==> src/rtl/tlb_ring_pkg.sv <==
package tlb_ring_pkg;

  parameter int VA_W      = 32;
  parameter int NUM_WAYS  = 7;
  parameter int WAY_W     = 3;
  parameter int IDX_W     = 3;
  parameter int ASID_W    = 8;
  parameter int ATTR_W    = 4;
  parameter int RING_W    = 2;
  parameter int NUM_RINGS = 4;
  parameter int FAULT_W   = 6;
  parameter int SZ4_W     = 2;

  localparam int RING_REG_W = NUM_RINGS * ASID_W;

  typedef enum logic [1:0] {
    ST_HIT   = 2'd0,
    ST_MISS  = 2'd1,
    ST_MULTI = 2'd2
  } lk_status_e;

  localparam logic [FAULT_W-1:0] FC_I_MISS  = 6'd16;
  localparam logic [FAULT_W-1:0] FC_I_MULTI = 6'd17;
  localparam logic [FAULT_W-1:0] FC_D_MISS  = 6'd24;
  localparam logic [FAULT_W-1:0] FC_D_MULTI = 6'd25;

  localparam logic [RING_REG_W-1:0] RING_RESET = 32'h0403_0201;
  localparam logic [ASID_W-1:0]     RING0_ASID = 8'h01;

  typedef struct packed {
    logic [VA_W-1:0]   tag;
    logic [VA_W-1:0]   ppage;
    logic [ASID_W-1:0] asid;
    logic [ATTR_W-1:0] attr;
    logic              locked;
  } tlb_ent_t;

  typedef struct packed {
    lk_status_e         status;
    logic [FAULT_W-1:0] fault;
    logic [WAY_W-1:0]   way;
    logic [IDX_W-1:0]   idx;
    logic [RING_W-1:0]  ring;
    logic [VA_W-1:0]    paddr;
    logic [ATTR_W-1:0]  attr;
  } lk_rsp_t;

  // Reset content of one entry: fixed ways 5/6 get locked preset pages,
  // tunable way 6 gets identity 512 MB pages, everything else is empty.
  function automatic tlb_ent_t preset_entry(int way, int ei, bit tunable);
    tlb_ent_t e;
    e = '0;
    if (!tunable && way == 5 && ei < 2) begin
      e.tag    = (ei == 0) ? 32'hD000_0000 : 32'hD800_0000;
      e.ppage  = '0;
      e.asid   = 8'h01;
      e.attr   = (ei == 0) ? 4'd7 : 4'd3;
      e.locked = 1'b1;
    end else if (!tunable && way == 6 && ei < 2) begin
      e.tag    = (ei == 0) ? 32'hE000_0000 : 32'hF000_0000;
      e.ppage  = 32'hF000_0000;
      e.asid   = 8'h01;
      e.attr   = (ei == 0) ? 4'd7 : 4'd3;
      e.locked = 1'b1;
    end else if (tunable && way == 6) begin
      e.tag    = VA_W'(ei) << 29;
      e.ppage  = VA_W'(ei) << 29;
      e.asid   = 8'h01;
      e.attr   = 4'd3;
    end
    return e;
  endfunction

endpackage

==> src/rtl/tlb_way_geom.sv <==
module tlb_way_geom
  import tlb_ring_pkg::*;
#(
  parameter int WAY_ID  = 0,
  parameter int TUNABLE = 0,
  parameter int IW      = 2
) (
  input  logic [VA_W-1:0]  va,
  input  logic [SZ4_W-1:0] sz4,
  input  logic             sz5,
  input  logic             sz6,
  output logic [VA_W-1:0]  mask,
  output logic [IW-1:0]    idx
);

  localparam logic [VA_W-1:0] M_4K   = {VA_W{1'b1}} << 12;
  localparam logic [VA_W-1:0] M_1M   = {VA_W{1'b1}} << 20;
  localparam logic [VA_W-1:0] M_128M = {VA_W{1'b1}} << 27;
  localparam logic [VA_W-1:0] M_256M = {VA_W{1'b1}} << 28;

  generate
    if (WAY_ID < 4) begin : g_refill
      assign mask = M_4K;
      assign idx  = va[12 +: IW];
    end else if (WAY_ID == 4) begin : g_way4
      logic [4:0] base;
      assign base = 5'd20 + {2'b00, sz4, 1'b0};
      assign mask = M_1M << {sz4, 1'b0};
      assign idx  = va[base +: IW];
    end else if (WAY_ID == 5 && TUNABLE != 0) begin : g_way5_tun
      logic [4:0] base;
      assign base = 5'd27 + {4'b0000, sz5};
      assign mask = M_128M << sz5;
      assign idx  = va[base +: IW];
    end else if (WAY_ID == 5) begin : g_way5_fix
      assign mask = M_128M;
      assign idx  = va[27 +: IW];
    end else if (TUNABLE != 0) begin : g_way6_tun
      logic [4:0] base;
      assign base = sz6 ? 5'd28 : 5'd29;
      assign mask = sz6 ? M_256M : (M_256M << 1);
      assign idx  = va[base +: IW];
    end else begin : g_way6_fix
      assign mask = M_256M;
      assign idx  = va[28 +: IW];
    end
  endgenerate

endmodule

==> src/rtl/tlb_way_bank.sv <==
module tlb_way_bank
  import tlb_ring_pkg::*;
#(
  parameter int WAY_ID  = 0,
  parameter int NENT    = 4,
  parameter int TUNABLE = 0
) (
  input  logic                  clk,
  input  logic                  rst_n,
  input  logic [SZ4_W-1:0]      sz4,
  input  logic                  sz5,
  input  logic                  sz6,
  input  logic [RING_REG_W-1:0] ring_asid,
  input  logic                  wr_en,
  input  logic [VA_W-1:0]       wr_va,
  input  logic [VA_W-1:0]       wr_pte,
  input  logic [VA_W-1:0]       lk_va,
  output logic                  hit,
  output logic [RING_W-1:0]     ring,
  output logic [IDX_W-1:0]      idx,
  output logic [VA_W-1:0]       paddr,
  output logic [ATTR_W-1:0]     attr
);

  localparam int IW = (NENT > 1) ? $clog2(NENT) : 1;

  tlb_ent_t ent_q [NENT];
  tlb_ent_t ent_d [NENT];

  logic [VA_W-1:0] wr_mask, lk_mask;
  logic [IW-1:0]   wr_idx, lk_idx;

  tlb_way_geom #(.WAY_ID(WAY_ID), .TUNABLE(TUNABLE), .IW(IW)) u_geom_wr (
    .va(wr_va), .sz4(sz4), .sz5(sz5), .sz6(sz6), .mask(wr_mask), .idx(wr_idx)
  );

  tlb_way_geom #(.WAY_ID(WAY_ID), .TUNABLE(TUNABLE), .IW(IW)) u_geom_lk (
    .va(lk_va), .sz4(sz4), .sz5(sz5), .sz6(sz6), .mask(lk_mask), .idx(lk_idx)
  );

  // Entry update: locked entries keep their content.
  always_comb begin
    ent_d = ent_q;
    if (!ent_q[wr_idx].locked) begin
      ent_d[wr_idx].tag   = wr_va & wr_mask;
      ent_d[wr_idx].ppage = wr_pte & wr_mask;
      ent_d[wr_idx].asid  = ring_asid[{wr_pte[5:4], 3'b000} +: ASID_W];
      ent_d[wr_idx].attr  = wr_pte[ATTR_W-1:0];
    end
  end

  always_ff @(posedge clk or negedge rst_n) begin
    if (!rst_n) begin
      for (int e = 0; e < NENT; e++) begin
        ent_q[e] <= preset_entry(WAY_ID, e, TUNABLE != 0);
      end
    end else if (wr_en) begin
      ent_q <= ent_d;
    end
  end

  // Lookup: tag compare, nonzero ASID, then ring slot search.
  tlb_ent_t sel;
  logic     tag_ok;
  logic     ring_found;

  always_comb begin
    sel        = ent_q[lk_idx];
    tag_ok     = (sel.tag == (lk_va & lk_mask)) && (sel.asid != '0);
    ring_found = 1'b0;
    ring       = '0;
    for (int r = NUM_RINGS - 1; r >= 0; r--) begin
      if (ring_asid[r*ASID_W +: ASID_W] == sel.asid) begin
        ring_found = 1'b1;
        ring       = RING_W'(r);
      end
    end
  end

  assign hit   = tag_ok && ring_found;
  assign idx   = IDX_W'(lk_idx);
  assign paddr = sel.ppage | (lk_va & ~lk_mask);
  assign attr  = sel.attr;

endmodule

==> src/rtl/tlb_hit_merge.sv <==
module tlb_hit_merge
  import tlb_ring_pkg::*;
(
  input  logic [NUM_WAYS-1:0]             hit,
  input  logic [NUM_WAYS-1:0][RING_W-1:0] ring,
  input  logic [NUM_WAYS-1:0][IDX_W-1:0]  idx,
  input  logic [NUM_WAYS-1:0][VA_W-1:0]   paddr,
  input  logic [NUM_WAYS-1:0][ATTR_W-1:0] attr,
  input  logic                            data_side,
  output lk_rsp_t                         rsp
);

  logic [WAY_W:0] n_hits;
  lk_rsp_t        sel;

  // OR-reduce the per-way results; only meaningful with exactly one hit.
  always_comb begin
    n_hits = '0;
    sel    = '0;
    for (int w = 0; w < NUM_WAYS; w++) begin
      if (hit[w]) begin
        n_hits    = n_hits + 1'b1;
        sel.way   = sel.way | WAY_W'(w);
        sel.idx   = sel.idx | idx[w];
        sel.ring  = sel.ring | ring[w];
        sel.paddr = sel.paddr | paddr[w];
        sel.attr  = sel.attr | attr[w];
      end
    end
  end

  always_comb begin
    rsp = '0;
    if (n_hits == '0) begin
      rsp.status = ST_MISS;
      rsp.fault  = data_side ? FC_D_MISS : FC_I_MISS;
    end else if (n_hits == 1) begin
      rsp        = sel;
      rsp.status = ST_HIT;
      rsp.fault  = '0;
    end else begin
      rsp.status = ST_MULTI;
      rsp.fault  = data_side ? FC_D_MULTI : FC_I_MULTI;
    end
  end

endmodule

==> src/rtl/tlb_ring_lookup.sv <==
module tlb_ring_lookup
  import tlb_ring_pkg::*;
#(
  parameter int REFILL_ENT  = 4,
  parameter int TUNABLE_W56 = 0
) (
  input  logic                  clk,
  input  logic                  rst_n,
  input  logic                  cfg_we,
  input  logic [31:0]           cfg_wdata,
  input  logic                  ring_we,
  input  logic [31:0]           ring_wdata,
  input  logic                  ent_we,
  input  logic [2:0]            ent_way,
  input  logic [31:0]           ent_vaddr,
  input  logic [31:0]           ent_pte,
  input  logic                  lk_valid,
  input  logic                  lk_data_side,
  input  logic [31:0]           lk_vaddr,
  output logic                  rsp_valid,
  output logic [1:0]            rsp_status,
  output logic [5:0]            rsp_fault,
  output logic [2:0]            rsp_way,
  output logic [2:0]            rsp_index,
  output logic [1:0]            rsp_ring,
  output logic [31:0]           rsp_paddr,
  output logic [3:0]            rsp_attr
);

  localparam int W4_ENT = 4;
  localparam int W5_ENT = (TUNABLE_W56 != 0) ? 4 : 2;
  localparam int W6_ENT = (TUNABLE_W56 != 0) ? 8 : 2;
  localparam int SZ4_LSB = 16;
  localparam int SZ5_BIT = 20;
  localparam int SZ6_BIT = 24;

  // Size configuration fields
  logic [SZ4_W-1:0] sz4_q, sz4_d;
  logic             sz5_q, sz5_d;
  logic             sz6_q, sz6_d;

  always_comb begin
    sz4_d = cfg_wdata[SZ4_LSB +: SZ4_W];
    sz5_d = cfg_wdata[SZ5_BIT];
    sz6_d = cfg_wdata[SZ6_BIT];
  end

  always_ff @(posedge clk or negedge rst_n) begin
    if (!rst_n) begin
      sz4_q <= '0;
      sz5_q <= 1'b0;
      sz6_q <= 1'b0;
    end else if (cfg_we) begin
      sz4_q <= sz4_d;
      sz5_q <= sz5_d;
      sz6_q <= sz6_d;
    end
  end

  // Ring-ASID register: only the upper slots are stored, slot 0 is fixed.
  logic [RING_REG_W-ASID_W-1:0] ring_hi_q, ring_hi_d;
  logic [RING_REG_W-1:0]        ring_asid;

  assign ring_hi_d = ring_wdata[RING_REG_W-1:ASID_W];

  always_ff @(posedge clk or negedge rst_n) begin
    if (!rst_n) begin
      ring_hi_q <= RING_RESET[RING_REG_W-1:ASID_W];
    end else if (ring_we) begin
      ring_hi_q <= ring_hi_d;
    end
  end

  assign ring_asid = {ring_hi_q, RING0_ASID};

  // Way banks
  logic [NUM_WAYS-1:0]             way_hit;
  logic [NUM_WAYS-1:0][RING_W-1:0] way_ring;
  logic [NUM_WAYS-1:0][IDX_W-1:0]  way_idx;
  logic [NUM_WAYS-1:0][VA_W-1:0]   way_paddr;
  logic [NUM_WAYS-1:0][ATTR_W-1:0] way_attr;

  generate
    for (genvar w = 0; w < NUM_WAYS; w++) begin : g_way
      localparam int NENT = (w < 4) ? REFILL_ENT :
                            (w == 4) ? W4_ENT :
                            (w == 5) ? W5_ENT : W6_ENT;
      logic wr_sel;
      assign wr_sel = ent_we && (ent_way == WAY_W'(w));

      tlb_way_bank #(.WAY_ID(w), .NENT(NENT), .TUNABLE(TUNABLE_W56)) u_bank (
        .clk      (clk),
        .rst_n    (rst_n),
        .sz4      (sz4_q),
        .sz5      (sz5_q),
        .sz6      (sz6_q),
        .ring_asid(ring_asid),
        .wr_en    (wr_sel),
        .wr_va    (ent_vaddr),
        .wr_pte   (ent_pte),
        .lk_va    (lk_vaddr),
        .hit      (way_hit[w]),
        .ring     (way_ring[w]),
        .idx      (way_idx[w]),
        .paddr    (way_paddr[w]),
        .attr     (way_attr[w])
      );
    end
  endgenerate

  lk_rsp_t merged;

  tlb_hit_merge u_merge (
    .hit      (way_hit),
    .ring     (way_ring),
    .idx      (way_idx),
    .paddr    (way_paddr),
    .attr     (way_attr),
    .data_side(lk_data_side),
    .rsp      (merged)
  );

  // Response register
  lk_rsp_t rsp_q, rsp_d;
  logic    vld_q, vld_d;

  always_comb begin
    rsp_d = merged;
    vld_d = lk_valid;
  end

  always_ff @(posedge clk or negedge rst_n) begin
    if (!rst_n) begin
      vld_q <= 1'b0;
    end else begin
      vld_q <= vld_d;
    end
  end

  always_ff @(posedge clk or negedge rst_n) begin
    if (!rst_n) begin
      rsp_q <= '0;
    end else if (lk_valid) begin
      rsp_q <= rsp_d;
    end
  end

  assign rsp_valid  = vld_q;
  assign rsp_status = rsp_q.status;
  assign rsp_fault  = rsp_q.fault;
  assign rsp_way    = rsp_q.way;
  assign rsp_index  = rsp_q.idx;
  assign rsp_ring   = rsp_q.ring;
  assign rsp_paddr  = rsp_q.paddr;
  assign rsp_attr   = rsp_q.attr;

endmodule

==> config.mk <==
export PLATFORM = sky130hd
export DESIGN_NAME = tlb_ring_lookup
export DESIGN_NICKNAME = d
export VERILOG_FILES = /design/src/rtl/tlb_ring_pkg.sv /design/src/rtl/tlb_way_geom.sv /design/src/rtl/tlb_way_bank.sv /design/src/rtl/tlb_hit_merge.sv /design/src/rtl/tlb_ring_lookup.sv
export SDC_FILE = /design/constraint.sdc
export NUM_CORES = 2
export LEC_CHECK = 0
export BUFFER_PORTS_ARGS = -buffer_cell sky130_fd_sc_hd__clkbuf_2
export CORE_ASPECT_RATIO = 0.6
export CORE_MARGIN = 4
export CORE_UTILIZATION = 35
export CTS_BUF_LIST = sky130_fd_sc_hd__clkbuf_16
export DETAILED_ROUTE_END_ITERATION = 12
export GPL_TIMING_DRIVEN = 0
export PLACE_DENSITY_LB_ADDON = 0.25
export SLEW_MARGIN = 15
export SYNTH_ARGS = -nofsm -noshare
export SYNTH_HDL_FRONTEND = slang
export SYNTH_HIERARCHICAL = 1
export SYNTH_SLANG_ARGS = --single-unit
==> constraint.sdc <==
create_clock -name clk -period 6.4 [get_ports clk]
set_clock_uncertainty 0.2 [all_clocks]
set_input_delay 0.96 -clock clk [delete_from_list [all_inputs] [get_ports clk]]
set_output_delay 0.96 -clock clk [all_outputs]
set_load 0.02 [all_outputs]
==> impl_metrics.env <==
export IMPL_worst_case_setup_slack_after_placement_ps=-3800
export IMPL_detailedPlacementHpwl_um=257000
export IMPL_setup_violations=48
export IMPL_routability_congestion=0.967
export IMPL_synth_cells=7523
export IMPL_cellPowerDensity_nw_per_um2=291
export IMPL_drive_above_1_share_pct=21.5
export IMPL_timing_critical_path_arrival_ps=7610
export IMPL_timing_setup_critical_path_class="in2reg"
export IMPL_vias_in_the_first_global_route=61516
export IMPL_clock_root_buffer="clkbuf_16"
export IMPL_fp_coreArea_um2=229000
export IMPL_grt_use_total_pct=29.0
export IMPL_initial_utilization_pct=35.2
export IMPL_drt_iter0_markers=9397
export IMPL_synthToLayoutAreaGrowth_pct=16.9
export IMPL_remaining_overflow_grt=0
export IMPL_power_clock_fraction_pct=34.3
export IMPL_grt_util_met1_pct=41.5
export IMPL_power_switching_mw=8.38
export IMPL_grt_busiest_layer="met1"
export IMPL_worst_setup_path_end_kind="flop"
export IMPL_synth_warnings=6
export IMPL_clock_insertion_delay_worst_skew_ps=850
export IMPL_clock_tree_buffer_depth=4
export IMPL_global_route_wire_length_before_repair_um=487000
export IMPL_syn_cell_area_um2=80600
export IMPL_numCtsBuffers=166
export IMPL_cap_violations=0
export IMPL_worst_slew_margin_rel_pct=10.5
export IMPL_reg2reg_slack_ps=-580
export IMPL_setup_ws_ps=-655
export IMPL_use_met2_pct=37.6
export IMPL_drc=0
export IMPL_wl_per_cell_um=30.5
export IMPL_p_sw_share_pct=30.6
export IMPL_global_route_met3_utilization_pct=13.4
export IMPL_postSynthAreaPerCell_um2=10.7
export IMPL_finish_instance_area_um2=94200
export IMPL_portBuffers=181
export IMPL_dpl_cell_area_um2=87800
export IMPL_floorplan_die_height_um=380
export IMPL_routed_wl_um=353000
export IMPL_ioPinCount=223
export IMPL_clk_pin_slew_worst_paths_ps=70
export IMPL_worstMarginPinSlew_ps=1340
export IMPL_outcome="finished with violations"
export IMPL_htree_num_levels=4
export IMPL_hold_viol=0
export IMPL_die_area_um2=238000
export IMPL_route_detailed_vias_per_inst=5.64
export IMPL_chipWidth_um=628
export IMPL_critical_path_required_ps=6960
export IMPL_maxClockFrequency_mhz=142
export IMPL_post_layout_power_mw=27.4
export IMPL_clock_sinks=1599
export IMPL_num_vias=65231
export IMPL_report_final_slew_viol_count=0
export IMPL_fillCellCount=22180
export IMPL_violations_in_the_final_reports="negative setup slack"
export IMPL_firstDrtPassIters=9
export IMPL_maximum_resistive_drop_on_vdd_mv=0.326
export IMPL_cellInternalPower_mw=19.0
export IMPL_finalNetCount=8578
export IMPL_cp_start_kind="input port"
export IMPL_setup_repair_after_global_routing_missed_its_margin="true"
export IMPL_hold_ws_ps=68.7
export IMPL_path_max_fanout=15
export IMPL_pin_count_of_the_biggest_net_entering_global_routing=101
export IMPL_p_leak_nw=43.4
export IMPL_antenna_left=0
export IMPL_timing_final_crit_share_pct=110
export IMPL_core_rowCount=136
export IMPL_pwr_share_comb_pct=20.3
export IMPL_clock_tree_from_tritoncts="yes"
export IMPL_share_seq_of_total_power_pct=45.4
export IMPL_holdCritPathClass="in2reg"
export IMPL_initial_antenna_violation_count=51
export IMPL_fin_crit_ps=7050
worst max-delay path, stage by stage:
cell and delay [ps]:
clkbuf_4 350, mux4_2 680, buf_6 190, buf_12 150, buf_12 170, mux4_2 510
xor2_1 190, nand4_1 130, nor4_1 300, nand4_1 460, nor3_2 360, buf_6 200
clkbuf_8 220, inv_1 130, mux2_4 330, ha_4 290, nand2_4 50, o211ai_1 110
ha_1 290, nor2b_2 140, nand2b_1 110, a2111oi_4 370, a21oi_4 120, buf_6 160
buf_12 140, a21oi_4 240, mux2_4 200
final cells by class:
type	instances	area (um^2)	share of cell area, %
Antenna cell	17	42.5	0.0451
Tap cell	3036	3800	4.03
Clock inverter	117	748	0.794
Timing Repair Buffer	262	2070	2.20
Multi-Input combinational cell	5336	37100	39.4
Buffer	867	5560	5.90
Clock buffer	170	4250	4.51
Inverter	170	643	0.682
Sequential cell	1599	40000	42.5
sequential cells by signal, indices dropped and copies added (netlist names):
register	flops
rsp_ring	2
rsp_status	2
ring_hi_q	24
rsp_paddr	32
rsp_valid	1
rsp_way	3
sz4_q	2
rsp_fault	6
rsp_index	3
rsp_attr	4
g_way.u_bank/ent_q	1520
power groups by stage:
stage	Sequential [mW]	Combinational [mW]	Clock [mW]
6_report	12.5	5.56	9.41
5_1_grt	12.6	5.94	9.95
4_1_cts	12.4	5.32	9.53
3_5_place_dp	12.6	5.26	0
3_3_place_gp	12.6	5.08	0
2_1_floorplan	12.3	3.44	0
metrics by stage:
stage / setup TNS [ps] / cells / utilization [%]
floorplan: -11040 / 7977 / -
global placement: - / 11194 / 38.1
detailed placement: -174490 / 11214 / 38.3
CTS: -19840 / 11541 / 41.0
global route: -29720 / 11564 / 41.1
finish: -27800 / 11574 / 41.1
layer usage:
layer | wire, um | up-vias
li1 | - | 27084
met2 | 137000 | 3921
met4 | 16400 | 24
met5 | 185 | -
met1 | 145000 | 33532
met3 | 53800 | 670
worst paths after layout:
kind	from	end	depth (start not counted)
min in group asynchronous	rst_n	g_way[3].u_bank/ent_q[290]	2
max in group asynchronous	rst_n	g_way[1].u_bank/ent_q[69]	7
worst max register to register	sz4_q[0]	rsp_paddr[11]	26
worst min-delay path	lk_valid	rsp_valid	1
worst max-delay path	lk_vaddr[20]	rsp_paddr[11]	27
worst min register to register	g_way[2].u_bank/ent_q[24]	g_way[2].u_bank/ent_q[24]	2
placed cells by master (no fill, tap or decap), drive strengths merged, types with 6 or more instances in the layout:
master	instances
diode	17
dfrtp	1595
mux2	320
a22o	49
a21o	161
buf	614
nand3	9
nor3	13
conb	490
xor2	84
a22oi	8
a222oi	43
nor2b	62
nand3b	11
a221oi	49
clkinv	59
nand2	1811
nand4	63
clkbuf	684
nor2	38
bufinv	8
mux4	424
inv	216
o21ai	1281
nor4	55
ha	6
xnor2	251
nor4b	6
a21oi	56
timing repair:
item                       in CTS  in global routing
pin swaps                      28                  9
hold buffers                    1                  0
setup endpoints to repair      48                 48
gates resized for setup       170                 18
setup buffers                  41                 16
hold endpoints to repair       56                  0
gates cloned                    3                  1
(Power assumes the default switching activity.)
